===== src/rtl/vp_pkg.sv =====
package vp_pkg;
    // Advance condition: both enables must be high.
    function automatic logic vp_advance(input logic ce_i, input logic en_i);
        return ce_i & en_i;
    endfunction
endpackage


===== src/rtl/vp_entry.sv =====
module vp_entry #(
    parameter int DATA_W = 16
) (
    input  logic              ce,
    input  logic              en,
    input  logic [DATA_W-1:0] din,
    input  logic              vin,
    output logic              adv,
    output logic [DATA_W-1:0] din_gated
);
    import vp_pkg::*;

    always_comb begin
        adv       = vp_advance(ce, en);
        din_gated = din & {DATA_W{vin}};
    end
endmodule


===== src/rtl/vp_stage.sv =====
module vp_stage #(
    parameter int DATA_W = 16,
    parameter int STEP   = 3
) (
    input  logic              clk,
    input  logic              rst,
    input  logic              adv,
    input  logic [DATA_W-1:0] d_in,
    input  logic              v_in,
    output logic [DATA_W-1:0] d_out,
    output logic              v_out
);
    localparam logic [DATA_W-1:0] STEP_W = DATA_W'(STEP);

    logic [DATA_W-1:0] d_next;

    always_comb begin
        d_next = v_in ? (d_in + STEP_W) : '0;
    end

    always_ff @(posedge clk) begin
        if (rst) begin
            d_out <= '0;
            v_out <= 1'b0;
        end else if (adv) begin
            d_out <= d_next;
            v_out <= v_in;
        end
    end

    AST_STAGE_STEP: assert property (@(posedge clk) disable iff (rst)
        (adv && v_in) |=> (v_out && d_out == $past(d_in) + STEP_W));
    AST_STAGE_HOLD: assert property (@(posedge clk) disable iff (rst)
        !adv |=> ($stable(d_out) && $stable(v_out)));
endmodule


===== src/rtl/vp_pipe.sv =====
module vp_pipe #(
    parameter int DATA_W  = 16,
    parameter int LATENCY = 4,
    parameter int STEP    = 3
) (
    input  logic              clk,
    input  logic              rst,
    input  logic              ce,
    input  logic              en,
    input  logic [DATA_W-1:0] din,
    input  logic              vin,
    output logic [DATA_W-1:0] dout,
    output logic              vout
);
    localparam int NLINK = LATENCY + 1;

    logic              adv;
    logic [DATA_W-1:0] din_gated;
    logic [DATA_W-1:0] d_link [NLINK];
    logic              v_link [NLINK];

    vp_entry #(.DATA_W(DATA_W)) u_entry (
        .ce(ce), .en(en), .din(din), .vin(vin),
        .adv(adv), .din_gated(din_gated)
    );

    assign d_link[0] = din_gated;
    assign v_link[0] = vin;

    for (genvar s = 0; s < LATENCY; s++) begin : g_stage
        vp_stage #(.DATA_W(DATA_W), .STEP(STEP)) u_stage (
            .clk(clk), .rst(rst), .adv(adv),
            .d_in(d_link[s]), .v_in(v_link[s]),
            .d_out(d_link[s+1]), .v_out(v_link[s+1])
        );
    end

    assign dout = d_link[LATENCY];
    assign vout = v_link[LATENCY];

    AST_RESET_CLEARS: assert property (@(posedge clk)
        rst |=> (!vout && dout == '0));
    AST_RESET_OUTRANKS: assert property (@(posedge clk)
        (rst && ce && en) |=> !vout);
    AST_GATED_HOLD: assert property (@(posedge clk) disable iff (rst)
        !(ce && en) |=> ($stable(dout) && $stable(vout)));
    AST_INVALID_ZERO: assert property (@(posedge clk) disable iff (rst)
        !vout |-> dout == '0);
endmodule


===== config.mk =====
export PLATFORM = sky130hd
export DESIGN_NAME = vp_pipe
export DESIGN_NICKNAME = d
export VERILOG_FILES = /design/src/rtl/vp_pkg.sv /design/src/rtl/vp_entry.sv /design/src/rtl/vp_stage.sv /design/src/rtl/vp_pipe.sv
export SDC_FILE = /design/constraint.sdc
export NUM_CORES = 1
export LEC_CHECK = 0
export BUFFER_PORTS_ARGS = -buffer_cell sky130_fd_sc_hd__clkbuf_2
export CAP_MARGIN = 25
export CORE_MARGIN = 2
export CORE_UTILIZATION = 53
export DETAILED_ROUTE_END_ITERATION = 10
export GPL_TIMING_DRIVEN = 0
export HOLD_SLACK_MARGIN = 0.12
export PLACE_DENSITY = 0.76
export SLEW_MARGIN = 40
export SYNTH_ARGS = -nofsm -noshare
export SYNTH_HDL_FRONTEND = slang
export SYNTH_SLANG_ARGS = --single-unit

===== constraint.sdc =====
create_clock -name clk -period 1.78 [get_ports clk]
set_clock_uncertainty 0.2 [all_clocks]
set_input_delay 0.356 -clock clk [delete_from_list [all_inputs] [get_ports clk]]
set_output_delay 0.356 -clock clk [all_outputs]
set_load 0.02 [all_outputs]

==> results.cfg <==
[worst_setup_path]
regToRegEndpoint = g_stage[1].u_stage.d_out[12]$_SDFFE_PP0P_
ff2ff_path_depth = 7
worstSetupEndpointType = register
r2r_start = g_stage[0].u_stage.d_out[1]$_SDFFE_PP0P_
worst_setup_path_start_kind = register
cp_max_fo = 4
worstSetupPathType = reg -> reg
required_ps = 1790
worstPathArrival_ps = 1770
reg2reg_slack_ps = 20
crit_start = g_stage[0].u_stage.d_out[1]$_SDFFE_PP0P_
worstSetupEndpoint = g_stage[1].u_stage.d_out[12]$_SDFFE_PP0P_

[synthesis]
synth_warnings = 0
synth_edf_count = 0
dominantRegCellSynth = dfxtp_1
avgSynthCellArea_um2 = 8.15
synth_cell_types = 36
netlist_area_um2 = 3450
async_flop_share_pct = 0
syn_nets = 447
synth_seq_cells = 68
ys_seq_area_share_pct = 39.5
netlist_instances = 423

[run]
maxCapViolations = 0

[routing]
drt-total-wl_mm = 7.08
viasPerCell = 5.35
wl_per_cell_um = 12.8
drtPass1Iterations = 6
vias = 2967
ant_nets = 0
drc = 0
drt_iter0_markers = 63

[power_and_ir_drop]
p_comb_share_pct = 6.8
seq_power_share_pct = 56.8
p_int_uw = 2080
power.density_nw_per_um2 = 674
p_leak_uw = 0.00134
net-switching-power_uw = 643
netSwitchingFraction_pct = 23.6
vdd_drop_max_uv = 380
clkPwrFrac_pct = 36.4

[global_route]
gr-usage-all-layers_pct = 20.4
globalRouteMet1Util_pct = 24.9
grt_pass1_wl_mm = 11.9
grt_max_degree = 11
grt_use_met2_pct = 34.1
overflow = 0
busiest_layer = met2
grt_pass1_vias = 2736
use_met3_pct = 3.74
antenna_found_initial = 0

[min_path]
holdCritPathClass = in -> reg
min_from = din[14]

[final_layout]
area_growth_pct = 17.3
fin_nets = 500
fillers = 565
diodes = 0
drive_above_1_share_pct = 22.0
final_common_cell = dfxtp_1
fin_area_um2 = 4050
final_cell_mix = dfxtp_1 (62), nand2_1 (60), xnor2_1 (45), clkbuf_2 (37), nor2_1 (33)

[timing]
min_period_ps = 1760
setup_violations = 0
tightest_slew_ps = 535
fmaxAchievable_ghz = 0.569
slew_violations = 0
slew_headroom_pct = 64.3
fin_ws_ps = 23.2
finalSetupTns_ps = 0
post-route-period-util_pct = 98.7
finalHoldViolCount = 0
hold_slack_ps = 120

[cts]
cts_root_buffer = clkbuf_8
htree_num_levels = 3
cts_sinks = 68
clock_path_buffers = 2
clkTransAtPathRegs_ps = 70
numCtsBuffers = 9
cts_tree = built
clock_latency_ps = 340

[placement]
dpl-instance-area_um2 = 3720
place.gp.congestion = 0.819
dp_hpwl_mm = 5.04
post-place-ws_ps = -345
portBuffers = 35

[die]
die_h_um = 84.7
initial_core_util_pct = 54.6
dieArea_um2 = 7170
die_w_um = 84.7
fp-row-count = 29
io-pin-count = 38
core_area_um2 = 6310

[outcome]
outcome = complete, no violations
## cells in the mapped netlist, drive strengths merged (3+ instances only)
cell	instances	share of area, %
nand3	13	2.0
nor3	16	2.3
nor4	11	2.7
inv	17	1.8
nand4b	4	1.0
nand3b	3	0.65
nand2	60	6.5
a22oi	11	2.4
xnor2	46	12
xor2	7	1.8
buf	17	3.8
ha	3	1.1
dfxtp	68	39
o2111ai	5	1.8
o21ai	47	6.8
nand4	8	1.6
and3	5	0.91
nor3b	7	1.5
a21oi	13	1.9
nor2	37	4.0
clkbuf	15	1.6
## what timing repair did
item                       4_1_cts  5_1_grt
pin swaps                        3        5
buffers inserted                 4        3
setup endpoints to repair       13       17
gates resized for setup         17       26
hold buffers                     0        0
gates cloned                     0        0
## how the worst min path moves through the flow
stage,end,slack (ps),cells after the start
4_1_cts,g_stage[0].u_stage.d_out[14]$_SDFFE_PP0P_,130,3
3_5_place_dp,g_stage[3].u_stage.d_out[15]$_SDFFE_PP0P_,240,2
2_1_floorplan,g_stage[3].u_stage.d_out[15]$_SDFFE_PP0P_,230,2
3_3_place_gp,g_stage[3].u_stage.d_out[13]$_SDFFE_PP0P_,230,2
5_1_grt,g_stage[0].u_stage.d_out[13]$_SDFFE_PP0P_,120,3
6_report,g_stage[0].u_stage.d_out[14]$_SDFFE_PP0P_,120,3
## logic make-up after synthesis
kind of cell    Yosys count  synth area share, %
simple gates            169                 24.5
fa+ha+maj                 3                 1.09
buf+inv                  49                 7.29
mux                       1                0.290
flops                    68                 39.5
xor+xnor                 53                 13.5
compound gates           80                 13.9
## layout make-up
type                            instances  area, um^2  area share, %
Timing Repair Buffer                   42         228           5.63
Tap cell                               77        96.3           2.38
Inverter                               17        66.3           1.64
Sequential cell                        68        1380           34.1
Multi-Input combinational cell        306        1950           48.1
Clock buffer                           13         139           3.43
Buffer                                 32         190           4.70
## through the flow
stage	cells	util [%]	total power [uW]
after floorplan	423	-	1690
after global placement	535	58.9	1760
after detailed placement	535	58.9	1760
after CTS	552	62.3	2730
after global routing	555	64.1	2840
final	555	64.1	2730
## sequential cells by signal, indices dropped and copies added (netlist names)
name / count
g_stage.u_stage.d_out: 64
g_stage.u_stage.v_out: 4
## metal layers
layer / vias up / share of wire (%)
met2: 71 / 49
li1: 1556 / -
met3: 13 / 4.3
met4: 0 / 2.3
met5: - / 0
met1: 1327 / 45
## worst max-delay path, stage by stage, from the launching register on
cell and delay, ps:
dfxtp_4 370, inv_1 40, ha_2 170, nand4b_1 260, buf_4 220, nor3_4 130
xnor2_1 160, o21ai_1 80
## power groups by stage
| stage | clock (uW) | sequential [uW] | combinational [uW] |
|---|---|---|---|
| after detailed placement | 0 | 1590 | 176 |
| final | 993 | 1550 | 185 |
| after CTS | 995 | 1550 | 182 |
| after global routing | 1080 | 1550 | 204 |
| after floorplan | 0 | 1580 | 109 |
| after global placement | 0 | 1590 | 172 |
Note: power is estimated with default switching activity, not from simulation.
